**src/rtl/hpt_pkg.sv**
```systemverilog
package hpt_pkg;
  localparam int AVPN_LO  = 23;  // lowest ea bit kept in the compare value
  localparam int AVPN_POS = 7;   // field position inside doubleword 0
  localparam int SZF_LO   = 12;  // size-hint bits start in doubleword 1
  localparam int ENT_LOG2 = 4;   // bytes per entry, log2
  localparam int DW_BYTES = 8;

  typedef enum logic [1:0] {PG_4K, PG_64K, PG_16M} pg_sz_e;
  typedef enum logic [2:0] {S_IDLE, S_FETCH0, S_FETCH1, S_CHECK, S_DONE} st_e;
endpackage

```
**src/rtl/hpt_seg_decode.sv**
```systemverilog
module hpt_seg_decode
  import hpt_pkg::*;
#(
  parameter int VSID_W   = 24,
  parameter int SEG_BITS = 28,
  parameter int PA_W     = 40
)(
  input  logic [1:0]                             seg_size,
  input  logic                                   cap_64k,
  input  logic [VSID_W-1:0]                      vsid,
  input  logic [SEG_BITS-1:AVPN_LO]              ea_hi,
  output pg_sz_e                                 sz,
  output logic [PA_W-1:0]                        mask,
  output logic [VSID_W+SEG_BITS-AVPN_LO-1:0]     cmp
);
  logic [4:0] sh;

  always_comb begin
    unique case (seg_size)
      2'b00:   sz = PG_4K;
      2'b01:   sz = cap_64k ? PG_64K : PG_16M;
      default: sz = PG_16M;
    endcase
    case (sz)
      PG_4K:   sh = 5'd12;
      PG_64K:  sh = 5'd16;
      default: sh = 5'd24;
    endcase
    mask = ~({PA_W{1'b1}} << sh);
  end

  assign cmp = {vsid, ea_hi & ~mask[SEG_BITS-1:AVPN_LO]};
endmodule

```
**src/rtl/hpt_entry_match.sv**
```systemverilog
module hpt_entry_match
  import hpt_pkg::*;
#(
  parameter int DW_W   = 64,
  parameter int AVPN_W = 29
)(
  input  logic                       vld_bit,
  input  logic                       sec_bit,
  input  logic [DW_W-AVPN_POS-1:0]   avpn_fld,
  input  logic                       pass,
  input  logic [AVPN_W-1:0]          cmp,
  input  pg_sz_e                     sz,
  input  logic [7:0]                 szf,
  output logic                       match
);
  logic cand, size_ok;

  assign cand = vld_bit && (sec_bit == pass) &&
                (avpn_fld == {{(DW_W-AVPN_POS-AVPN_W){1'b0}}, cmp});

  always_comb begin
    case (sz)
      PG_4K:   size_ok = 1'b1;
      PG_64K:  size_ok = (szf[3:0] == 4'b0001);
      default: size_ok = (szf == 8'h00);
    endcase
  end

  assign match = cand && size_ok;
endmodule

```
**src/rtl/hpt_addr_gen.sv**
```systemverilog
module hpt_addr_gen
  import hpt_pkg::*;
#(
  parameter int PA_W   = 40,
  parameter int HASH_W = 16,
  parameter int IDX_W  = 3
)(
  input  logic [PA_W-1:0]   base,
  input  logic [HASH_W-1:0] hash,
  input  logic [HASH_W-1:0] tmask,
  input  logic              pass,
  input  logic [IDX_W-1:0]  idx,
  input  logic              dw_sel,
  output logic [PA_W-1:0]   addr
);
  localparam int GRP_SHIFT = IDX_W + ENT_LOG2;
  logic [HASH_W-1:0] h;

  assign h    = pass ? ~hash : hash;
  assign addr = base + (PA_W'(h & tmask) << GRP_SHIFT) + (PA_W'(idx) << ENT_LOG2)
              + (dw_sel ? PA_W'(DW_BYTES) : '0);
endmodule

```
**src/rtl/hpt_group_search.sv**
```systemverilog
module hpt_group_search
  import hpt_pkg::*;
#(
  parameter int VSID_W      = 24,
  parameter int EA_W        = 32,
  parameter int SEG_BITS    = 28,
  parameter int PA_W        = 40,
  parameter int HASH_W      = 16,
  parameter int GRP_ENTRIES = 8,
  parameter int DW_W        = 64
)(
  input  logic                           clk,
  input  logic                           rst_n,
  input  logic                           start,
  input  logic [1:0]                     seg_size,
  input  logic                           cap_64k,
  input  logic [VSID_W-1:0]              seg_vsid,
  input  logic [EA_W-1:0]                ea,
  input  logic [HASH_W-1:0]              hash,
  input  logic [PA_W-1:0]                tbl_base,
  input  logic [HASH_W-1:0]              tbl_mask,
  output logic                           rd_req_valid,
  input  logic                           rd_req_ready,
  output logic [PA_W-1:0]                rd_req_addr,
  input  logic                           rd_rsp_valid,
  output logic                           rd_rsp_ready,
  input  logic [DW_W-1:0]                rd_rsp_data,
  output logic                           busy,
  output logic                           done,
  output logic                           hit,
  output logic                           miss,
  output logic [$clog2(GRP_ENTRIES):0]   hit_index,
  output logic [DW_W-1:0]                hit_dw0,
  output logic [DW_W-1:0]                hit_dw1,
  output logic [PA_W-1:0]                real_addr
);
  localparam int IDX_W  = $clog2(GRP_ENTRIES);
  localparam int AVPN_W = VSID_W + SEG_BITS - AVPN_LO;
  localparam logic [IDX_W-1:0] LAST_IDX = IDX_W'(GRP_ENTRIES - 1);

  st_e               st;
  logic              pass_q, issued_q, hit_q, miss_q, cap_q;
  logic [IDX_W-1:0]  idx_q;
  logic [1:0]        seg_size_q;
  logic [VSID_W-1:0] vsid_q;
  logic [EA_W-1:0]   ea_q;
  logic [HASH_W-1:0] hash_q, tmask_q;
  logic [PA_W-1:0]   base_q;
  logic [DW_W-1:0]   dw0_q, dw1_q;

  pg_sz_e            sz;
  logic [PA_W-1:0]   pg_mask;
  logic [AVPN_W-1:0] cmp;
  logic              ent_match;

  hpt_seg_decode #(.VSID_W(VSID_W), .SEG_BITS(SEG_BITS), .PA_W(PA_W)) u_dec (
    .seg_size(seg_size_q), .cap_64k(cap_q), .vsid(vsid_q),
    .ea_hi(ea_q[SEG_BITS-1:AVPN_LO]), .sz(sz), .mask(pg_mask), .cmp(cmp));

  hpt_entry_match #(.DW_W(DW_W), .AVPN_W(AVPN_W)) u_match (
    .vld_bit(dw0_q[0]), .sec_bit(dw0_q[1]), .avpn_fld(dw0_q[DW_W-1:AVPN_POS]),
    .pass(pass_q), .cmp(cmp), .sz(sz), .szf(dw1_q[SZF_LO+7:SZF_LO]),
    .match(ent_match));

  hpt_addr_gen #(.PA_W(PA_W), .HASH_W(HASH_W), .IDX_W(IDX_W)) u_addr (
    .base(base_q), .hash(hash_q), .tmask(tmask_q), .pass(pass_q), .idx(idx_q),
    .dw_sel(st == S_FETCH1), .addr(rd_req_addr));

  assign rd_req_valid = ((st == S_FETCH0) || (st == S_FETCH1)) && !issued_q;
  assign rd_rsp_ready = issued_q;
  assign busy         = (st != S_IDLE);
  assign done         = (st == S_DONE);
  assign hit          = hit_q;
  assign miss         = miss_q;
  assign hit_index    = {pass_q, idx_q};
  assign hit_dw0      = dw0_q;
  assign hit_dw1      = dw1_q;
  assign real_addr    = (dw1_q[PA_W-1:0] & ~pg_mask) | (PA_W'(ea_q) & pg_mask);

  always_ff @(posedge clk or negedge rst_n) begin
    if (!rst_n) begin
      st <= S_IDLE;  pass_q <= 1'b0;  issued_q <= 1'b0;
      hit_q <= 1'b0; miss_q <= 1'b0;  idx_q <= '0;
      seg_size_q <= '0; cap_q <= 1'b0; vsid_q <= '0; ea_q <= '0;
      hash_q <= '0;  tmask_q <= '0;   base_q <= '0;
      dw0_q <= '0;   dw1_q <= '0;
    end else begin
      case (st)
        S_IDLE: if (start) begin
          seg_size_q <= seg_size; cap_q <= cap_64k; vsid_q <= seg_vsid;
          ea_q <= ea; hash_q <= hash; tmask_q <= tbl_mask; base_q <= tbl_base;
          pass_q <= 1'b0; idx_q <= '0; hit_q <= 1'b0; miss_q <= 1'b0;
          st <= S_FETCH0;
        end
        S_FETCH0, S_FETCH1: begin
          if (rd_req_valid && rd_req_ready) begin
            issued_q <= 1'b1;
          end else if (issued_q && rd_rsp_valid) begin
            issued_q <= 1'b0;
            if (st == S_FETCH0) begin
              dw0_q <= rd_rsp_data;
              st    <= S_FETCH1;
            end else begin
              dw1_q <= rd_rsp_data;
              st    <= S_CHECK;
            end
          end
        end
        S_CHECK: begin
          if (ent_match) begin
            hit_q <= 1'b1;
            st    <= S_DONE;
          end else if (idx_q == LAST_IDX) begin
            if (!pass_q) begin
              pass_q <= 1'b1;
              idx_q  <= '0;
              st     <= S_FETCH0;
            end else begin
              miss_q <= 1'b1;
              st     <= S_DONE;
            end
          end else begin
            idx_q <= idx_q + 1'b1;
            st    <= S_FETCH0;
          end
        end
        default: st <= S_IDLE;
      endcase
    end
  end


  done_pulse_chk: assert property (@(posedge clk) disable iff (!rst_n)
    done |=> !done);


  done_outcome_chk: assert property (@(posedge clk) disable iff (!rst_n)
    done |-> (hit ^ miss));


  hit_cand_chk: assert property (@(posedge clk) disable iff (!rst_n)
    hit |-> (hit_dw0[0] && (hit_dw0[1] == hit_index[IDX_W])));


  req_hold_chk: assert property (@(posedge clk) disable iff (!rst_n)
    (rd_req_valid && !rd_req_ready) |=> (rd_req_valid && $stable(rd_req_addr)));
endmodule

```
**config.mk**
```make
export PLATFORM = sky130hd
export DESIGN_NAME = hpt_group_search
export DESIGN_NICKNAME = d
export VERILOG_FILES = /design/src/rtl/hpt_pkg.sv /design/src/rtl/hpt_seg_decode.sv /design/src/rtl/hpt_entry_match.sv /design/src/rtl/hpt_addr_gen.sv /design/src/rtl/hpt_group_search.sv
export SDC_FILE = /design/constraint.sdc
export NUM_CORES = 1
export LEC_CHECK = 0
export BUFFER_PORTS_ARGS = -buffer_cell sky130_fd_sc_hd__buf_2
export CAP_MARGIN = 25
export CORE_MARGIN = 5
export CORE_UTILIZATION = 51
export CTS_CLUSTER_SIZE = 25
export DETAILED_ROUTE_END_ITERATION = 16
export GPL_TIMING_DRIVEN = 0
export PLACE_DENSITY_LB_ADDON = 0.1
export RECOVER_POWER = 100
export SLEW_MARGIN = 10
export SYNTH_ARGS = -nofsm -noshare
export SYNTH_HDL_FRONTEND = slang
export SYNTH_SLANG_ARGS = --single-unit
```
**constraint.sdc**
```tcl
create_clock -name clk -period 4.35 [get_ports clk]
set_clock_uncertainty 0.1 [all_clocks]
set_input_delay 0.6525 -clock clk [delete_from_list [all_inputs] [get_ports clk]]
set_output_delay 0.6525 -clock clk [all_outputs]
set_load 0.03 [all_outputs]
```
==> out/metrics.json, run 1 <==
{
  "outcome": "finished, violations left",
  "violations": "max-capacitance violations, max-slew violations",
  "fmaxAchievable_ghz": 0.2376,
  "timing.final.crit_period_ns": 4.210,
  "cts-htree-levels": 1,
  "cp-endpoint": "rd_req_addr[34]",
  "total_gr_overflow": 0,
  "worst_path_dominant_cell_family": "compound AO/OA/AOI/OAI gates",
  "hold_violations": 0,
  "ys_seq_elements": 265,
  "ff_to_ff_start": "st[0]$_DFFE_PN0P_",
  "design.final.nets": 1600,
  "syn-cell-area_um2": 12280,
  "multi_input_area_um2": 5331,
  "die_area_um2": 27290,
  "postSynthNetCount": 1153,
  "grt_pass1_vias": 9662,
  "critical_path.reg2reg.endpoint": "ea_q[21]$_DFFE_PN0P_",
  "synth_top_flop_cell": "sky130_fd_sc_hd__dfrtp_1",
  "io-pin-count": 418,
  "critical_path.startpoint_type": "register",
  "drt-wirelength-per-cell_um": 20.50,
  "post_route_cells_drive_above_1_share_pct": 40.73,
  "static-leakage-power_uw": 0.006955,
  "timing.critical_path.slowest_cell_delay_ns": 0.41,
  "layout.filler_cells": 1985,
  "num_vias": 9075,
  "pwr_density_cell_nw_per_um2": 990.3,
  "fin_crit_sh_pct": 96.77,
  "cp_max_fo": 10,
  "area_growth_syn_to_layout_pct": 26.74,
  "maxCapViolations": 1,
  "timing.critical_path.buf_inv": 3,
  "max_slew_margin_pct": -25.10,
  "worst_setup_path_startpoint": "pass_q$_DFFE_PN0P_",
  "drt_iter0_markers": 490,
  "grt_pass1_wl_um": 54180,
  "gpl.final_weighted_congestion": 0.8398,
  "ys_warn_count": 0,
  "antenna_violating_nets_post_route": 0,
  "setup-violations-final": 0,
  "tightestPinTransition_ns": 1.876,
  "overall_routing_resource_usage_pct": 25.67,
  "cell_at_the_slowest_stage_of_the_critical_path": "sky130_fd_sc_hd__a211o_4",
  "grt_start_max_net_pins": 104,
  "synthDominantCellAreaShare_pct": 53.99,
  "synth_sequential_area_ratio_pct": 53.99,
  "setup.worst_path.class": "reg2out",
  "die_w_um": 165.2,
  "drt_first_pass_iters": 5,
  "tritoncts": "yes",
  "core_um2": 23610,
  "synth_cell_type_count": 52,
  "cp_data_arrival_time_ns": 3.46,
  "path_clk_slew_ns": 0.06,
  "finalWirelength_um": 35410,
  "crit_path_cell_trace": "buf_6 -> buf_6 -> xor2_1 -> and2_1 -> ha_4 -> and4_1 -> nand2_1 -> a21o_1 -> a211o_4 -> a21boi_1 -> xor2_1 -> buf_4",
  "place.port_buffers": 413,
  "dp_hpwl_um": 27490,
  "synth_top_area_cell": "sky130_fd_sc_hd__dfrtp_1",
  "final_util_pct": 65.93,
  "clock_insertion_delay_worst_skew_ns": 0.55,
  "post_synth_most_frequent_cells": "265 x sky130_fd_sc_hd__dfrtp_1, 265 x sky130_fd_sc_hd__mux2_2, 47 x sky130_fd_sc_hd__xnor2_1",
  "cp.depth": 12,
  "clockBufferDepth": 3,
  "synth.top_cells.by_area": "sky130_fd_sc_hd__dfrtp_1 54%, sky130_fd_sc_hd__mux2_2 24%, sky130_fd_sc_hd__xnor2_1 3.4%",
  "synth-async-reset-ratio_pct": 100.0,
  "slew_viol_final": 77,
  "ctsRootBufferMaster": "sky130_fd_sc_hd__clkbuf_16",
  "whs_ns": 0.2065,
  "endpoint_kind": "primary output",
  "critPathRequiredTime_ns": 3.60,
  "placement_rows": 56,
  "number_of_synthesized_flops_with_an_enable_pin": 0,
  "max-vdd-ir-drop_mv": 0.5796,
  "avgSynthCellArea_um2": 13.21,
  "die_h_um": 165.2,
  "holdCritPathClass": "in2reg",
  "cts-buffers-inserted": 29,
  "drc": 0,
  "start_util_pct": 52.02,
  "r2r_setup_slack_ns": 1.13,
  "regArea_um2": 6631,
  "antenna_found_initial": 14,
  "tritoncts_num_sinks": 265,
  "count_of_cells_along_the_worst_register_to_register_path": 5,
  "avgViaCountPerCell": 5.255,
  "syn-instance-count": 930
}
==> area by class of cell <==
type                       instances  share of cell area, %
timing repair buffer             418                  12.05
sequential                       265                  42.60
multi-input combinational        584                  34.25
clock buffer                      43                  5.385
buffer                            65                  2.106
antenna                           11                 0.1768
clock inverter                     8                 0.5385
inverter                          14                 0.3376
tap                              319                  2.564
==> through the flow <==
step / total power [uW] / cells / setup TNS [ns] / worst slack (ns) / instance area (um^2)
finish: 15420 / 1727 / 0 / 0.1404 / 15570
floorplan: 10630 / 930 / 0 / 0.4965 / 12280
detailed placement: 13180 / 1664 / -1.357 / -0.2116 / 14810
global placement: 13010 / 1662 / -653.03 / -2.494 / 14750
CTS: 15730 / 1718 / 0 / 0.003542 / 15820
global route: 16330 / 1723 / -0.001294 / -0.001294 / 15560
==> sequential cells by signal (all words and copies together) (netlist names), 3 cells and up <==
name / count
vsid_q: 24
st: 3
hit_dw1: 64
ea_q: 28
idx_q: 3
hash_q: 16
tmask_q: 16
hit_dw0: 64
base_q: 40
==> where the power goes <==
group	switching (uW)	internal (uW)	leakage, uW
logic	5330	3020	0.00332
registers	957	3710	0.00318
clock network	994	1390	0.000458
total	7290	8130	0.00696
==> metal layers <==
layer | track usage (%) | part of all wire [%] | up-vias
li1 | - | - | 4213
met1 | 31.64 | 39 | 4476
met2 | 44.23 | 50 | 315
met3 | 7.173 | 8.0 | 61
met4 | 7.448 | 2.7 | 10
met5 | 0 | 0.20 | -
==> cells by family after synthesis <==
group | synth area share, %
muxes | 24.29
DFF | 53.99
and+or+nand+nor | 6.051
AOI/OAI and AO/OA | 4.564
buffers and inverters | 3.280
xor gates and xnor gates | 5.419
adders and majority gates | 2.404
==> worst reg2reg max path, delay by kind of cell, from the launching register on <==
family                 cells  cell delay (ns)
buffers and inverters      2             1.12
AND/OR/NAND/NOR            2             0.98
flip-flops                 1             0.48
multiplexers               1             0.42
==> worst min-delay path by stage <==
stage | start | to | slack [ns] | cells past startpoint
after floorplan | rst_n | base_q[0]$_DFFE_PN0P_ | 0.26 | 0
after global placement | tmask_q[10]$_DFFE_PN0P_ | tmask_q[10]$_DFFE_PN0P_ | 0.38 | 1
after detailed placement | hit_dw1[56]$_DFFE_PN0P_ | hit_dw1[56]$_DFFE_PN0P_ | 0.39 | 1
after CTS | ea[23] | ea_q[23]$_DFFE_PN0P_ | 0.19 | 3
after global routing | ea[23] | ea_q[23]$_DFFE_PN0P_ | 0.21 | 3
final | ea[23] | ea_q[23]$_DFFE_PN0P_ | 0.21 | 3
==> cells in the final DEF (no fill, tap or decap), types with 4 or more instances in the layout <==
| master | instances |
|---|---|
| sky130_fd_sc_hd__nand2_1 | 22 |
| sky130_fd_sc_hd__diode_2 | 11 |
| sky130_fd_sc_hd__and3_1 | 5 |
| sky130_fd_sc_hd__a21oi_2 | 4 |
| sky130_fd_sc_hd__and2_1 | 18 |
| sky130_fd_sc_hd__clkbuf_8 | 6 |
| sky130_fd_sc_hd__clkinv_2 | 5 |
| sky130_fd_sc_hd__ha_1 | 20 |
| sky130_fd_sc_hd__nand4_1 | 14 |
| sky130_fd_sc_hd__a21o_1 | 7 |
| sky130_fd_sc_hd__clkbuf_2 | 12 |
| sky130_fd_sc_hd__nor2_1 | 20 |
| sky130_fd_sc_hd__xnor2_1 | 47 |
| sky130_fd_sc_hd__clkbuf_16 | 29 |
| sky130_fd_sc_hd__buf_2 | 205 |
| sky130_fd_sc_hd__buf_4 | 23 |
| sky130_fd_sc_hd__o21ai_0 | 12 |
| sky130_fd_sc_hd__dfrtp_1 | 265 |
| sky130_fd_sc_hd__inv_1 | 14 |
| sky130_fd_sc_hd__and4_1 | 4 |
| sky130_fd_sc_hd__nor4_1 | 10 |
| sky130_fd_sc_hd__mux2_2 | 264 |
| sky130_fd_sc_hd__o21bai_1 | 4 |
| sky130_fd_sc_hd__nand3_1 | 17 |
| sky130_fd_sc_hd__xor2_1 | 29 |
| sky130_fd_sc_hd__clkbuf_1 | 245 |
| sky130_fd_sc_hd__a31oi_1 | 7 |
| sky130_fd_sc_hd__nor3_1 | 7 |
| sky130_fd_sc_hd__a21oi_1 | 20 |
==> what timing repair did <==
action / 4_1_cts / 5_1_grt
setup buffers: 1 / 1
gates resized for setup: 16 / 14
endpoints found under the setup margin: 24 / 23
endpoints found under the hold margin: 22 / 0
pin swaps: 3 / 3
hold buffers: 1 / 0
gates cloned: 1 / 0
No activity file was read; power rests on OpenSTA's default activity.
==> run 2: changes to the inputs <==
--- a/config.mk
+++ b/config.mk
@@ -7,13 +7,14 @@
 export LEC_CHECK = 0
 export BUFFER_PORTS_ARGS = -buffer_cell sky130_fd_sc_hd__buf_2
 export CAP_MARGIN = 25
-export CORE_MARGIN = 5
-export CORE_UTILIZATION = 51
+export CORE_AREA = 2 2 163 165
 export CTS_CLUSTER_SIZE = 25
 export DETAILED_ROUTE_END_ITERATION = 16
+export DIE_AREA = 0 0 165 167
 export GPL_TIMING_DRIVEN = 0
 export PLACE_DENSITY_LB_ADDON = 0.1
 export RECOVER_POWER = 100
+export REMOVE_ABC_BUFFERS = 1
 export SLEW_MARGIN = 10
 export SYNTH_ARGS = -nofsm -noshare
 export SYNTH_HDL_FRONTEND = slang
==> run 2 against run 1 <==
The flow still finishes with violations (max-capacitance violations, max-slew violations). Worst setup slack worse by 0.049 ns. Design area fell by 1.4%. Fmax fell by 1.2%.
==> out/metrics.json, run 2 (synthesis gave the netlist of run 1 again) <==
{
  "holdCritPathClass": "in2reg",
  "placement_rows": {"value": 59, "change": "+5.4%"},
  "post_route_cells_drive_above_1_share": {"value": 41.03, "unit": "%", "change": "+0.30 points"},
  "grt_setup_unrepaired": "true",
  "tritoncts_num_sinks": {"value": 265, "change": "unchanged"},
  "fin_crit_sh": {"value": 97.90, "unit": "%", "change": "+1.1 points"},
  "setup-violations-final": {"value": 0, "change": "unchanged"},
  "slew_viol_final": {"value": 119, "change": "+55%"},
  "violations": "max-capacitance violations, max-slew violations",
  "tritoncts": "yes",
  "avgViaCountPerCell": {"value": 5.195, "change": "-1.1%"},
  "fin_cells": {"value": 1685, "change": "-2.4%"},
  "max-vdd-ir-drop": {"value": 0.9003, "unit": "mV", "change": "+55%"},
  "multi_input_area": {"value": 5273, "unit": "um^2", "change": "-1.1%"},
  "tightestPinTransition": {"value": 3.038, "unit": "ns", "change": "+1.161 ns"},
  "place.detailed.instances": {"value": 1622, "change": "-2.5%"},
  "gpl.final_weighted_congestion": {"value": 0.8375, "change": "-0.27%"},
  "grt_pass1_vias": {"value": 8978, "change": "-7.1%"},
  "post_placement_worst_setup_slack": {"value": 0.2974, "unit": "ns", "change": "+0.5090 ns"},
  "antenna_violating_nets_post_route": {"value": 0, "change": "unchanged"},
  "clock_insertion_delay_worst_skew": {"value": 0.56, "unit": "ns", "change": "about the same"},
  "clockBufferDepth": {"value": 3, "change": "unchanged"},
  "fmaxAchievable": {"value": 0.2348, "unit": "GHz", "change": "-1.2%"},
  "antenna_found_initial": {"value": 12, "change": "-2"},
  "grt_start_max_net_pins": {"value": 79, "change": "-24%"},
  "layout.filler_cells": {"value": 2262, "change": "+14%"},
  "maxCapViolations": {"value": 4, "change": "+3"},
  "outcome": "finished, violations left",
  "finalWirelength": {"value": 32120, "unit": "um", "change": "-9.3%"},
  "ctsRootBufferMaster": "sky130_fd_sc_hd__clkbuf_16",
  "path_clk_slew": {"value": 0.06, "unit": "ns", "change": "about the same"},
  "drt_iter0_markers": {"value": 368, "change": "-25%"},
  "pwr_density_cell": {"value": 976.1, "unit": "nW/um^2", "change": "-1.4%"},
  "cp_max_fo": {"value": 13, "change": "+3"},
  "drc": {"value": 0, "change": "unchanged"},
  "static-leakage-power": {"value": 0.006876, "unit": "uW", "change": "-1.1%"},
  "drt-wirelength-per-cell": {"value": 19.06, "unit": "um", "change": "-7.0%"},
  "post-layout-total-power": {"value": 14990, "unit": "uW", "change": "-2.8%"},
  "cp_data_arrival_time": {"value": 3.51, "unit": "ns", "change": "+0.05 ns"},
  "max_slew_margin": {"value": -102.5, "unit": "%", "change": "-77 points"},
  "area_growth_syn_to_layout_pct": 25.03,
  "grt_pass1_wl": {"value": 49620, "unit": "um", "change": "-8.4%"},
  "core": {"value": 25760, "unit": "um^2", "change": "+9.1%"},
  "start_util": {"value": 47.68, "unit": "%", "change": "-4.3 points"},
  "setup.worst_path.class": "reg2out",
  "cts-htree-levels": {"value": 1, "change": "unchanged"},
  "final_cell_mix": "263 x sky130_fd_sc_hd__mux2_2, 263 x sky130_fd_sc_hd__dfrtp_1, 222 x sky130_fd_sc_hd__buf_2, 203 x sky130_fd_sc_hd__clkbuf_1, 47 x sky130_fd_sc_hd__xnor2_1",
  "hold_violations": {"value": 0, "change": "unchanged"},
  "endpoint_kind": "primary output",
  "design.final.nets": {"value": 1545, "change": "-3.4%"},
  "drt_first_pass_iters": {"value": 4, "change": "-1"},
  "r2r_setup_slack": {"value": 0.23, "unit": "ns", "change": "-0.90 ns"},
  "dp_hpwl": {"value": 24710, "unit": "um", "change": "-10%"},
  "timing.final.crit_period": {"value": 4.259, "unit": "ns", "change": "+0.04906 ns"},
  "die_w": {"value": 165, "unit": "um", "change": "-0.12%"},
  "place.port_buffers": {"value": 413, "change": "unchanged"},
  "regArea": {"value": 6634, "unit": "um^2", "change": "about the same"},
  "num_vias": {"value": 8753, "change": "-3.5%"},
  "cts-buffers-inserted": {"value": 29, "change": "unchanged"},
  "io-pin-count": {"value": 418, "change": "unchanged"},
  "total_gr_overflow": {"value": 0, "change": "unchanged"},
  "critPathRequiredTime": {"value": 3.60, "unit": "ns", "change": "about the same"},
  "die_area": {"value": 27560, "unit": "um^2", "change": "+0.98%"},
  "critical_path.startpoint_type": "register",
  "postLayoutSetupSlackWorst": {"value": 0.09134, "unit": "ns", "change": "-0.04906 ns"},
  "die_h": {"value": 167, "unit": "um", "change": "+1.1%"},
  "overall_routing_resource_usage": {"value": 23.09, "unit": "%", "change": "-2.6 points"}
}
run 2: report_power, final:
| group | switching (uW) | internal (uW) | leakage [uW] | total [uW] |
|---|---|---|---|---|
| clock | 978 | 1370 | 0.000449 | 2350 |
| sequential | 915 | 3720 | 0.00318 | 4630 |
| combinational | 5140 | 2880 | 0.00325 | 8010 |
run 2: path summary, 6_finish.rpt:
kind | end | start | cells past startpoint
setup / recovery | rd_req_addr[20] | pass_q$_DFFE_PN0P_ | 11
hold / removal | ea_q[23]$_DFFE_PN0P_ | ea[23] | 3
setup reg to reg | ea_q[9]$_DFFE_PN0P_ | st[0]$_DFFE_PN0P_ | 6
hold reg to reg | tmask_q[9]$_DFFE_PN0P_ | tmask_q[9]$_DFFE_PN0P_ | 1
max in group asynchronous | pass_q$_DFFE_PN0P_ | rst_n | 2
min in group asynchronous | hash_q[0]$_DFFE_PN0P_ | rst_n | 2
run 2: metal layers:
layer	global-route usage [%]	wire length, um	vias to the layer above
met2	39.89	16360	274
met3	7.422	2424	58
met4	6.049	732	10
li1	-	-	4090
met1	27.66	12530	4321
met5	0	65	-
run 2: area by class of cell:
type | count | share of cell area (%)
antenna | 7 | 0.1141
sequential | 265 | 43.20
clock inverter | 4 | 0.2281
multi-input combinational | 583 | 34.33
clock buffer | 48 | 5.711
timing repair buffer | 429 | 13.35
inverter | 14 | 0.3422
tap | 335 | 2.729
run 2: timing repair:
| item | 4_1_cts | 5_1_grt |
|---|---|---|
| pin swaps | 1 | 2 |
| endpoints found under the hold margin | 46 | 0 |
| hold buffers | 1 | 0 |
| buffers inserted | 3 | 0 |
| resized for setup | 4 | 9 |
| setup endpoints to repair | 21 | 21 |
run 2: through the flow:
stage          cell area, um^2  setup TNS [ns]  util [%]  hold slack, ns
2_1_floorplan            11930          -98.29         -          0.2569
3_3_place_gp             14420        -1153.71     55.97          0.3801
3_5_place_dp             14760               0     57.28          0.3872
5_1_grt                  15350          -1.391     59.59          0.1997
6_report                 15360               0     59.61          0.2042
4_1_cts                  15710               0     60.99          0.1769
run 2: critical path: stages (launching register included):
cell	delay, ns
sky130_fd_sc_hd__dfrtp_2	0.45
sky130_fd_sc_hd__buf_16	0.18
sky130_fd_sc_hd__xor2_1	0.16
sky130_fd_sc_hd__and2_1	0.16
sky130_fd_sc_hd__ha_1	0.37
sky130_fd_sc_hd__a211oi_2	0.26
sky130_fd_sc_hd__o21ai_1	0.15
sky130_fd_sc_hd__a211oi_2	0.33
sky130_fd_sc_hd__a211oi_1	0.16
sky130_fd_sc_hd__or4_1	0.41
sky130_fd_sc_hd__nand3_1	0.12
sky130_fd_sc_hd__clkbuf_4	0.20
